$ cat config.mk
export PLATFORM = sky130hd
export DESIGN_NAME = evt_status_port
export DESIGN_NICKNAME = d
export VERILOG_FILES = /design/src/rtl/evt_port_pkg.sv /design/src/rtl/evt_pulse_gen.sv /design/src/rtl/gpi_sync.sv /design/src/rtl/evt_status_port.sv
export SDC_FILE = /design/constraint.sdc
export NUM_CORES = 1
export LEC_CHECK = 0
export BUFFER_PORTS_ARGS = -buffer_cell sky130_fd_sc_hd__buf_2
export CAP_MARGIN = 20
export CORE_ASPECT_RATIO = 1.1
export CORE_MARGIN = 2
export CORE_UTILIZATION = 48
export CTS_BUF_LIST = sky130_fd_sc_hd__clkbuf_8
export CTS_CLUSTER_DIAMETER = 150
export DETAILED_ROUTE_END_ITERATION = 6
export GPL_TIMING_DRIVEN = 0
export PLACE_DENSITY = 0.95
export SLEW_MARGIN = 20
export SYNTH_ARGS = -nofsm -noshare
export SYNTH_HDL_FRONTEND = slang
export SYNTH_SLANG_ARGS = --single-unit
$ cat constraint.sdc
create_clock -name clk -period 3.2 [get_ports clk]
set_input_delay 0.32 -clock clk [delete_from_list [all_inputs] [get_ports clk]]
set_output_delay 0.32 -clock clk [all_outputs]
set_load 0.005 [all_outputs]
$ cat src/rtl/evt_port_pkg.sv
package evt_port_pkg;
    localparam int DATA_W    = 32;
    localparam int VEC_W     = 5;
    localparam int VALID_BIT = VEC_W;
    localparam int EVT_W     = 1 << VEC_W;
    localparam int GPI_W     = DATA_W - 2;

    typedef enum logic [0:0] {
        PG_IDLE = 1'b0,
        PG_FIRE = 1'b1
    } pg_state_e;
endpackage

$ cat src/rtl/evt_pulse_gen.sv
module evt_pulse_gen
    import evt_port_pkg::*;
(
    input  logic              clk,
    input  logic              rst_n,
    input  logic              wr_en,
    input  logic [DATA_W-1:0] wr_data,
    output logic [EVT_W-1:0]  pulse
);
    pg_state_e        state_q, state_d;
    logic [VEC_W-1:0] vec_q;
    logic             fire_req;

    assign fire_req = wr_en && wr_data[VALID_BIT];

    always_comb begin
        state_d = state_q;
        unique case (state_q)
            PG_IDLE: if (fire_req) state_d = PG_FIRE;
            PG_FIRE: state_d = fire_req ? PG_FIRE : PG_IDLE;
            default: state_d = PG_IDLE;
        endcase
    end

    always_ff @(posedge clk or negedge rst_n) begin
        if (!rst_n) begin
            state_q <= PG_IDLE;
            vec_q   <= '0;
        end else begin
            state_q <= state_d;
            if (fire_req) vec_q <= wr_data[VEC_W-1:0];
        end
    end

    always_comb begin
        pulse = '0;
        unique case (state_q)
            PG_IDLE: pulse = '0;
            PG_FIRE: pulse[vec_q] = 1'b1;
            default: pulse = '0;
        endcase
    end

    // a valid write lights the selected bit next cycle
    p_fire_sel_r2: assert property (@(posedge clk) disable iff (!rst_n)
        fire_req |=> pulse[$past(wr_data[VEC_W-1:0])]);
    // no valid write means no pulse next cycle
    p_no_fire_r3: assert property (@(posedge clk) disable iff (!rst_n)
        !fire_req |=> (pulse == '0));
    // at most one bit per core per cycle
    p_onehot_r5: assert property (@(posedge clk) disable iff (!rst_n)
        $onehot0(pulse));
endmodule

$ cat src/rtl/gpi_sync.sv
module gpi_sync #(
    parameter int W = 30
) (
    input  logic         clk,
    input  logic         rst_n,
    input  logic [W-1:0] d_async,
    output logic [W-1:0] q_sync
);
    logic [W-1:0] meta_q;
    logic [1:0]   age_q;

    always_ff @(posedge clk or negedge rst_n) begin
        if (!rst_n) begin
            meta_q <= '0;
            q_sync <= '0;
            age_q  <= '0;
        end else begin
            meta_q <= d_async;
            q_sync <= meta_q;
            if (age_q != 2'd3) age_q <= age_q + 2'd1;
        end
    end

    // output is the input from two edges earlier once the pipe is full
    p_sync_lat_r7: assert property (@(posedge clk) disable iff (!rst_n)
        (age_q >= 2'd2) |-> (q_sync == $past(d_async, 2)));
endmodule

$ cat src/rtl/evt_status_port.sv
module evt_status_port
    import evt_port_pkg::*;
#(
    parameter int NCORE = 2
) (
    input  logic                         clk,
    input  logic                         rst_n,
    input  logic [NCORE-1:0]             wr_en,
    input  logic [NCORE-1:0][DATA_W-1:0] wr_data,
    input  logic [NCORE-1:0][GPI_W-1:0]  gpi,
    input  logic [1:0]                   host_irq,
    output logic [NCORE-1:0][DATA_W-1:0] rd_data,
    output logic [EVT_W-1:0]             evt_bus
);
    logic [NCORE-1:0][EVT_W-1:0] core_pulse;
    logic [NCORE-1:0][GPI_W-1:0] gpi_s;

    for (genvar c = 0; c < NCORE; c++) begin : g_core
        evt_pulse_gen u_pg (
            .clk     (clk),
            .rst_n   (rst_n),
            .wr_en   (wr_en[c]),
            .wr_data (wr_data[c]),
            .pulse   (core_pulse[c])
        );
        gpi_sync #(.W(GPI_W)) u_sync (
            .clk     (clk),
            .rst_n   (rst_n),
            .d_async (gpi[c]),
            .q_sync  (gpi_s[c])
        );
        assign rd_data[c] = {host_irq[1], host_irq[0], gpi_s[c]};
    end

    always_comb begin
        evt_bus = '0;
        for (int c = 0; c < NCORE; c++) evt_bus |= core_pulse[c];
    end

    // bus carries at most one bit per core
    p_merge_r6: assert property (@(posedge clk) disable iff (!rst_n)
        $countones(evt_bus) <= NCORE);
    // a lit bus bit with no valid writes is cleared next cycle
    p_one_wide_r5: assert property (@(posedge clk) disable iff (!rst_n)
        ((evt_bus != '0) && ((wr_en & {NCORE{1'b1}}) == '0)) |=> (evt_bus == '0));
endmodule

=== Yosys cells after proc, flatten, opt, wreduce, memory -nomap -nowiden ===
Cells that the tools add are included.

* Output and inout bits: 96
* Bits in registers: 132
* Bits of input ports: 130

* Reductions and logical operators: 4
* Muxes and demuxes: 8
* $lt $le $gt $ge: 4
* Bitwise operators: 3

{| class="wikitable"
|+ Operators by type and width
! cell !! number
|-
| 32-bit one-hot mux with 2 select lines || 2
|-
| 32-bit OR || 1
|-
| 5-bit by 6-bit less-than comparator with 1-bit output (second input constant) || 2
|-
| 1-bit demux with 5-bit select || 2
|-
| 5-bit by 1-bit >= comparator with 1-bit output (second input constant) || 2
|-
| 1-bit logical AND || 4
|-
| 1-bit two-way mux || 4
|-
| 1-bit inverter || 2
|}

=== Longest topological paths before layout ===
Gate-level depths: netlist of run 1.

* Depth in word-level cells: 6
* Mapped depth: 3
* Mapped depth without buffers: 2

=== Cells and area by module ===
A second synthesis of run 1 with hierarchy kept.

* Cell total of the unflattened synthesis: 276
* Area total of the unflattened synthesis: 4121.5 um^2

{| class="wikitable"
|+ By module, submodules not included
! module !! area an instance (um^2) !! cells each !! instances
|-
| gpi_sync || 1501.4 || 60 || 2
|-
| evt_pulse_gen || 444.2 || 60 || 2
|-
| evt_status_port || 230.2 || 36 || 1
|}

=== Worst setup path after synthesis of run 1 ===
Ideal clock, no wire load.

* Path kind: register to output
* Start point: register g_core[1].u_pg.vec_q[0]
* End point: output port evt_bus[0]
* Path buffers: 1
* Arrival time: 1.076 ns
* Setup slack: 1.804 ns
* Cell stages (with the launch flop): 4
* Cells stage by stage: dfrtp_1 or3b_1 buf_2 o22ai_1

* Word-level cells in the longest chain between the ends: 6

{| class="wikitable"
|+ RTL lines
! what !! line !! RTL
|-
| start: declaration || evt_pulse_gen.sv:11 || <nowiki>logic [VEC_W-1:0] vec_q;</nowiki>
|-
| start signal: assignment || evt_pulse_gen.sv:31 || <nowiki>if (fire_req) vec_q <= wr_data[VEC_W-1:0];</nowiki>
|-
| 5-bit by 6-bit less-than comparator with 1-bit output (not written as such) / 5-bit by 1-bit >= comparator with 1-bit output (equally long branches) || evt_pulse_gen.sv:39 || <nowiki>PG_FIRE: pulse[vec_q] = 1'b1;</nowiki>
|-
| 1-bit logical AND (not written as such) || evt_pulse_gen.sv:39 ||
|-
| 1-bit two-way mux (not written as such) || evt_pulse_gen.sv:39 ||
|-
| 1-bit demux with 5-bit select (*) || -- ||
|-
| 32-bit one-hot mux with 2 select lines (*) || evt_pulse_gen.sv:37 || <nowiki>unique case (state_q)</nowiki>
|-
| 32-bit OR (*) || evt_status_port.sv:37 || <nowiki>for (int c = 0; c < NCORE; c++) evt_bus |= core_pulse[c];</nowiki>
|-
| end: declaration || evt_status_port.sv:13 || <nowiki>output logic [EVT_W-1:0] evt_bus</nowiki>
|}

Every way passes the cells marked *; elsewhere a longest branch is shown, timed or not.

=== Worst setup path in the final report of run 1 ===
* Start point: register g_core[0].u_pg.vec_q[1]
* End point: output port evt_bus[20]

* Word-level cells in the longest chain between the ends: 6

{| class="wikitable"
|+ RTL lines
! what !! line
|-
| start: declaration || evt_pulse_gen.sv:11
|-
| start signal: assignment || evt_pulse_gen.sv:31
|-
| 5-bit by 6-bit less-than comparator with 1-bit output (not written as such) / 5-bit by 1-bit >= comparator with 1-bit output (equally long branches) || evt_pulse_gen.sv:39
|-
| 1-bit logical AND (not written as such) || evt_pulse_gen.sv:39
|-
| 1-bit two-way mux (not written as such) || evt_pulse_gen.sv:39
|-
| 1-bit demux with 5-bit select (*) || --
|-
| 32-bit one-hot mux with 2 select lines (*) || evt_pulse_gen.sv:37
|-
| 32-bit OR (*) || evt_status_port.sv:37
|}

Marks and branches as above.

==> key figures, run 1 <==
Timing
  • RSZ-0062 raised after global routing: no
  • Slew HR: 56.8%
  • Max Clock Freq: 473 MHz
  • Worst-Margin Slew: 0.648 ns
  • Final hold viol count: 0
  • Finish-stage setup viols: 0
  • Post-layout min period: 2.12 ns
  • Setup TNS: 0 ns
  • Final period util: 66.1%
  • Fin. max-slew vios: 0
  • Worst Setup Slack, final: 1.08 ns
  • Setup Skew: 0.00848 ns

Die
  • Die Y-Extent: 97.9 µm
  • I/O pin count: 226
  • Die area: 8750 µm²
  • Die W: 89.4 µm
  • Initial core utilization: 49.2%
  • CORE AREA: 7830 µm²
  • FP Rows: 34

Clocking
  • Worst-path clk slew: 0.08 ns
  • H-tree depth: 4
  • Num CTS Buffers: 17
  • Total setup buffers inserted after CTS: 0
  • Clk sinks: 132
  • Root buf cell: clkbuf_8
  • Post-CTS resize count: 0
  • CTS tree: built
  • Clock Path Buffers: 2
  • Skew-Pair Late Insertion Delay: 0.42 ns

Synth
  • Synth warnings: 0
  • Avg Cell Area, Syn: 18.5 µm²
  • Net Count, Synth: 338
  • Yosys reg bits: 132
  • Distinct cells, synth: 12
  • Syn Inst Count: 208
  • Sequential area share after synthesis: 85.9%
  • Cell Area, Synth: 3850 µm²

Route
  • Via/cell ratio: 4.84
  • WL/cell: 18.0 µm
  • Via Count: 2814
  • Initial DRT Pass Iterations: 4
  • WL final: 10.4 mm
  • DR iter-0 viols: 140
  • Final antenna-violating net count: 0
  • Drt drc: 0

Global route
  • Vias in the first global route: 2989
  • Largest net degree at the start of global routing: 74
  • GRT overflow: 0
  • First-pass GRT wire length: 15.5 mm
  • Initial antenna violation count: 0
  • Gr usage total: 25.1%

Power
  • PD cells: 593 nW/µm²
  • Worst VDD drop: 0.501 mV
  • Static Leak: 2.86 nW

Outcome
  • Run status: finished, final reports clean

Critical path
  • Crit path launch type: flop
  • Worst EP required: 2.88 ns
  • CP Class: reg -> out
  • Worst-path fanout max: 8
  • Crit. End Element: output port
  • WP data arrival: 1.80 ns

Layout
  • NumNets Final: 590
  • Final Non-Filler Cells: 581
  • Layout cells sized above 1: 46.3%
  • Most frequent cells in the layout: 171 x buf_2, 132 x dfrtp_1, 61 x dlygate4sd3_1
  • Area Growth Syn to Fin: 52.6%
  • N_diodes: 0
  • Most common cell after layout, fill and taps aside: buf_2
  • Fin util: 75.0%
  • Fillers: 480

Place
  • # port buffers: 171
  • Dpl ws: 1.57 ns
  • DP HPWL: 5.78 mm
  • Placed insts: 488
  • Final Wtd Congestion: 0.715

Min path
  • Worst Hold Class: in -> reg

Run
  • Max-cap violations: 0
## kinds of logic after synthesis
group	synth area share, %
AO/OA/AOI/OAI	5.20
AND/OR/NAND/NOR	4.81
multiplexers	2.93
buffers and inverters	1.20
flip-flops	85.9
## repair_timing
item / CTS / global route
endpoints found under the hold margin: 131 / 1
hold buffers: 60 / 1
setup endpoints to repair: 0 / 0
## path summary, 6_finish.rpt
path / from / end / slack [ns] / cells after the start
setup / recovery: g_core[0].u_pg.vec_q[1] / evt_bus[20] / 1.08 / 4
hold / removal: wr_data[34] / g_core[1].u_pg.vec_q[2] / 0.12 / 2
setup reg to reg: g_core[1].u_pg.vec_q[4] / g_core[1].u_pg.vec_q[4] / 2.31 / 1
hold reg to reg: g_core[0].u_sync.meta_q[23] / g_core[0].u_sync.q_sync[23] / 0.35 / 0
max in group asynchronous: rst_n / g_core[0].u_sync.q_sync[27] / 1.96 / 3
min in group asynchronous: rst_n / g_core[1].u_sync.meta_q[27] / 0.51 / 2
## per-stage QoR
stage / instance area, µm² / power, mW / hold slack [ns]
floorplan: 3850 / 1.92 / 0.0244
CTS: 5860 / 3.48 / 0.000112
global route: 5870 / 3.62 / 0.108
global placement: 4840 / 2.06 / 0.331
finish: 5870 / 3.48 / 0.123
detailed placement: 4870 / 2.09 / 0.335
## registers in the layout (all words and copies together), names as in the netlist
| name | count |
|---|---|
| g_core.u_sync.meta_q | 60 |
| g_core.u_sync.q_sync | 60 |
| g_core.u_pg.vec_q | 10 |
| g_core.u_pg.state_q | 2 |
## where the power goes
| part | total (mW) | switching, mW | internal (mW) |
|---|---|---|---|
| clock network | 1.36 | 0.703 | 0.653 |
| registers | 1.82 | 0.0593 | 1.76 |
| logic | 0.305 | 0.140 | 0.165 |
| total | 3.48 | 0.902 | 2.58 |
## cell usage after synthesis
master / number / area, µm²
buf_2: 1 / 5.00
buf_4: 4 / 30.0
clkbuf_1: 1 / 3.75
dfrtp_1: 132 / 3300
inv_1: 2 / 7.51
mux2_2: 10 / 113
nand2_1: 2 / 7.51
nand3_1: 4 / 20.0
nand3b_1: 10 / 75.1
o22ai_1: 32 / 200
or3_1: 2 / 12.5
or3b_1: 8 / 70.1
## critical path, cell delays in order, from the launching register on
cell	delay (ns)
dfrtp_1	0.42
or3b_1	0.38
clkbuf_1	0.20
o22ai_1	0.21
buf_2	0.16
## routing by layer
metal / up-vias / GRT usage (%) / part of all wire (%)
li1: 1239 / - / -
met1: 1369 / 25.3 / 33
met2: 177 / 46.2 / 57
met3: 29 / 7.52 / 7.3
met4: 0 / 10.8 / 2.8
met5: - / 0 / 0
## final cells by class
| type | count | area (µm²) | share of cell area [%] |
|---|---|---|---|
| sequential | 132 | 3300 | 56.3 |
| timing repair buffer | 233 | 1500 | 25.6 |
| tap | 108 | 135 | 2.30 |
| clock inverter | 14 | 140 | 2.39 |
| clock buffer | 18 | 248 | 4.22 |
| multi-input combinational | 68 | 498 | 8.48 |
| inverter | 2 | 7.51 | 0.128 |
| buffer | 6 | 38.8 | 0.661 |
Power figures use the tool's default switching activity.
==> run 2: changes to the inputs <==
Settings changed: ABC_AREA set to 1, CORE_UTILIZATION 48 to 41, PLACE_DENSITY 0.95 to 0.86.
Clock period 3.2 ns to 1.9 ns, I/O delays scaled along.
==> run 2 against run 1 <==
Effect of this change:
- clock power increased by 79%
- area after synthesis increased by 5.2%
- clock-buffer cell count up 1
- flip-flop and latch count unchanged
- core utilization shrank 11 points
- worst setup slack worse by 0.94 ns
- total power rose by 73%
- critical path type unchanged
- highest routed layer unchanged
==> key figures, run 2 <==
Outcome
  • Run status: finished, final reports clean

Clocking
  • CTS tree: built
  • Num CTS Buffers: 17 (unchanged)
  • Post-CTS Hold Fix Bufs: 70 (+17%)
  • Total setup buffers inserted after CTS: 0 (unchanged)
  • Clk sinks: 132 (unchanged)
  • Post-CTS resize count: 0 (unchanged)
  • H-tree depth: 4 (unchanged)
  • Root buf cell: clkbuf_8
  • Skew-Pair Late Insertion Delay: 0.42 ns (about the same)
  • Clock Path Buffers: 2 (unchanged)
  • Worst-path clk slew: 0.07 ns (about the same)

Critical path
  • Max stage delay on crit path: 0.39 ns (-0.03 ns)
  • Delay-heaviest family, CP: simple AND/OR/NAND/NOR gates
  • R2r setup slk: 1.10 ns (-1.21 ns)
  • Worst EP required: 1.71 ns (-1.17 ns)
  • Worst-path fanout max: 8 (unchanged)
  • FF-to-FF Start: g_core[0].u_pg.vec_q[2]
  • Critical Path, Cell by Cell: inv_1 -> nand2_2 -> nor2_2 -> nand2_1 -> nand2_1 -> buf_2
  • Slowest CP cell: dfrtp_1
  • CP Class: reg -> out
  • CP most frequent cell: nand2_1
  • Crit path launch type: flop
  • R2R cell count: 2 (+1)
  • WP data arrival: 1.56 ns (-0.24 ns)
  • Crit. End Element: output port
  • Reg2Reg Capture Point: g_core[0].u_pg.vec_q[2]
  • Worst path buffer plus inverter count: 2 (unchanged)

Synth
  • Multiplexer share of the synthesized area: 0% (-2.9 points)
  • Cell Area, Synth: 4050 µm² (+5.2%)
  • Post-synth EDFFs: 0 (unchanged)
  • Synth top area share: 81.6% (-4.3 points)
  • Top cells by area, synth: dfrtp_1 82%, nand2_1 11%, nor2_2 1.9%
  • Post-synth ARST share: 100% (unchanged)
  • Count leader, synth: dfrtp_1
  • Adder-cell share of the synthesized area: 0% (unchanged)
  • Sequential area share after synthesis: 81.6% (-4.3 points)
  • Yosys top cell by area: dfrtp_1
  • Avg Cell Area, Syn: 13.3 µm² (-28%)
  • Simple-gate share of the synthesized area: 15.1% (+10 points)
  • Syn Inst Count: 304 (+46%)
  • Largest family of logic cells by synthesized area: simple AND/OR/NAND/NOR gates
  • Most frequent cells after synthesis: 132 x dfrtp_1, 116 x nand2_1, 12 x nor2_2
  • Net Count, Synth: 434 (+28%)
  • Synth warnings: 0 (unchanged)
  • Compound-Gate Fraction of Synth Area: 1.24% (-4.0 points)
  • Distinct cells, synth: 11 (-1)
  • Most used DFF post-synth: dfrtp_1
  • XOR/XNOR share of the synthesized area: 0% (unchanged)
  • Yosys reg bits: 132 (unchanged)

Die
  • FP Rows: 38 (+12%)
  • Initial core utilization: 41.5% (-7.6 points)
  • Die area: 10700 µm² (+22%)
  • I/O pin count: 226 (unchanged)
  • CORE AREA: 9750 µm² (+25%)
  • Die W: 98.8 µm (+11%)
  • Die Y-Extent: 108 µm (+11%)

Route
  • WL/cell: 15.9 µm (-11%)
  • Via Count: 3141 (+12%)
  • Final antenna-violating net count: 0 (unchanged)
  • WL final: 11.1 mm (+6.5%)
  • Via/cell ratio: 4.50 (-7.1%)
  • Initial DRT Pass Iterations: 4 (unchanged)
  • Drt drc: 0 (unchanged)
  • DR iter-0 viols: 99 (-29%)

Layout
  • Fillers: 682 (+42%)
  • NumNets Final: 695 (+18%)
  • FF+latch area: 3300 µm² (unchanged)
  • Post-Layout Inst Area: 6210 µm² (+5.7%)
  • Layout cells sized above 1: 40.5% (-5.8 points)
  • Top flop regs: g_core.u_sync.meta_q (60), g_core.u_sync.q_sync (60), g_core.u_pg.vec_q (10)
  • Final Non-Filler Cells: 698 (+20%)
  • N_diodes: 0 (unchanged)
  • Most frequent cells in the layout: 172 x buf_2, 132 x dfrtp_1, 116 x nand2_1
  • Most common cell after layout, fill and taps aside: buf_2
  • Area Growth Syn to Fin: 53.3%
  • Multi-input gate area: 661 µm² (+33%)

Global route
  • Gr usage total: 21.7% (-3.4 points)
  • Initial antenna violation count: 0 (unchanged)
  • Vias in the first global route: 3334 (+12%)
  • GRT overflow: 0 (unchanged)
  • First-pass GRT wire length: 17.3 mm (+11%)
  • Largest net degree at the start of global routing: 79 (+6.8%)

Place
  • # port buffers: 171 (unchanged)
  • Placed insts: 596 (+22%)
  • DP HPWL: 6.61 mm (+14%)
  • Final Wtd Congestion: 0.905 (+26%)
  • Placed Area: 5090 µm² (+4.4%)

Min path
  • Worst Hold Class: in -> reg
  • HP Start: wr_data[34]
  • Worst Hold Endpoint: g_core[1].u_pg.vec_q[2]
  • Hold Path Cell Cnt: 3 (+1)

Timing
  • Finish-stage setup viols: 0 (unchanged)
  • Worst-Margin Slew: 0.506 ns (-0.143 ns)
  • Post-layout min period: 1.75 ns
  • Fin. max-slew vios: 0 (unchanged)
  • Slew HR: 66.3% (+9.5 points)
  • RSZ-0062 raised after global routing: no
  • Setup Skew: 0.0153 ns (+0.00680 ns)
  • Max Clock Freq: 571 MHz
  • Final hold viol count: 0 (unchanged)
  • Final period util: 92.2%

Power
  • Static Leak: 3.24 nW (+13%)
  • Worst VDD drop: 0.749 mV (+49%)
  • PD cells: 972 nW/µm² (+64%)

Run
  • Max-cap violations: 0 (unchanged)
-- run 2: cell count changes in the layout (fill, tap and decap cells not counted), sizes merged, moves of 4 or more --
cell         previous run  this run
or3b                    8         0
nor2                    0        24
o22ai                  32         0
o21ai                   0        10
inv                     8        14
nand2                   2       120
nand3b                 10         0
dlygate4sd3            61        70
mux2                   10         0
clkinvlp                5         1
clkinv                  2         7
nand3                   4         0
-- run 2: kinds of logic after synthesis --
| group | after synthesis |
|---|---|
| AOI/OAI and AO/OA | 10 |
| buffers and inverters | 18 |
| DFF | 132 |
| and+or+nand+nor | 144 |
-- run 2: metrics by stage --
stage / setup WS (ns) / setup TNS [ns] / hold slack (ns) / utilization, % / total power [mW]
2_1_floorplan: 0.862 / 0 / -0.106 / - / 3.23
3_3_place_gp: -0.800 / -104.74 / 0.297 / 51.9 / 3.48
3_5_place_dp: 0.590 / 0 / 0.178 / 52.2 / 3.52
4_1_cts: 0.123 / 0 / 0.0000439 / 63.7 / 6.05
5_1_grt: 0.0108 / 0 / 0.0249 / 63.7 / 6.29
6_report: 0.148 / 0 / 0.0250 / 63.7 / 6.03
-- run 2: where the power goes --
part	leakage (nW)	switching (mW)	internal (mW)
registers	1.55	0.0726	2.97
logic	1.48	0.294	0.260
clock network	0.217	1.08	1.36
-- run 2: how the worst max path moves through the flow --
stage	startpoint	endpoint	cells past startpoint
2_1_floorplan	g_core[1].u_pg.vec_q[0]	evt_bus[0]	5
3_3_place_gp	rst_n	g_core[0].u_pg.vec_q[1]	1
3_5_place_dp	g_core[1].u_pg.vec_q[0]	evt_bus[24]	6
4_1_cts	g_core[1].u_pg.vec_q[0]	evt_bus[24]	6
5_1_grt	g_core[1].u_pg.vec_q[0]	evt_bus[20]	6
6_report	g_core[1].u_pg.vec_q[0]	evt_bus[12]	6
-- run 2: tightest hold or removal path: stages --
cell	delay (ns)
buf_2	0.09
nand2_1	0.04
o21ai_0	0.07
-- run 2: final cells by class --
cell class	count	area share, %
repair buffers	242	25.6
multi-input cells	154	10.6
clock buffers	19	4.21
well taps	120	2.42
inverters	12	0.726
clock inverters	13	2.52
flip-flops and latches	132	53.2
plain buffers	6	0.645
-- run 2: routing by layer --
layer	wire length, µm	GRT usage (%)
met3	993	8.02
met2	5690	36.5
met4	264	9.10
met5	0	0
met1	4180	25.1
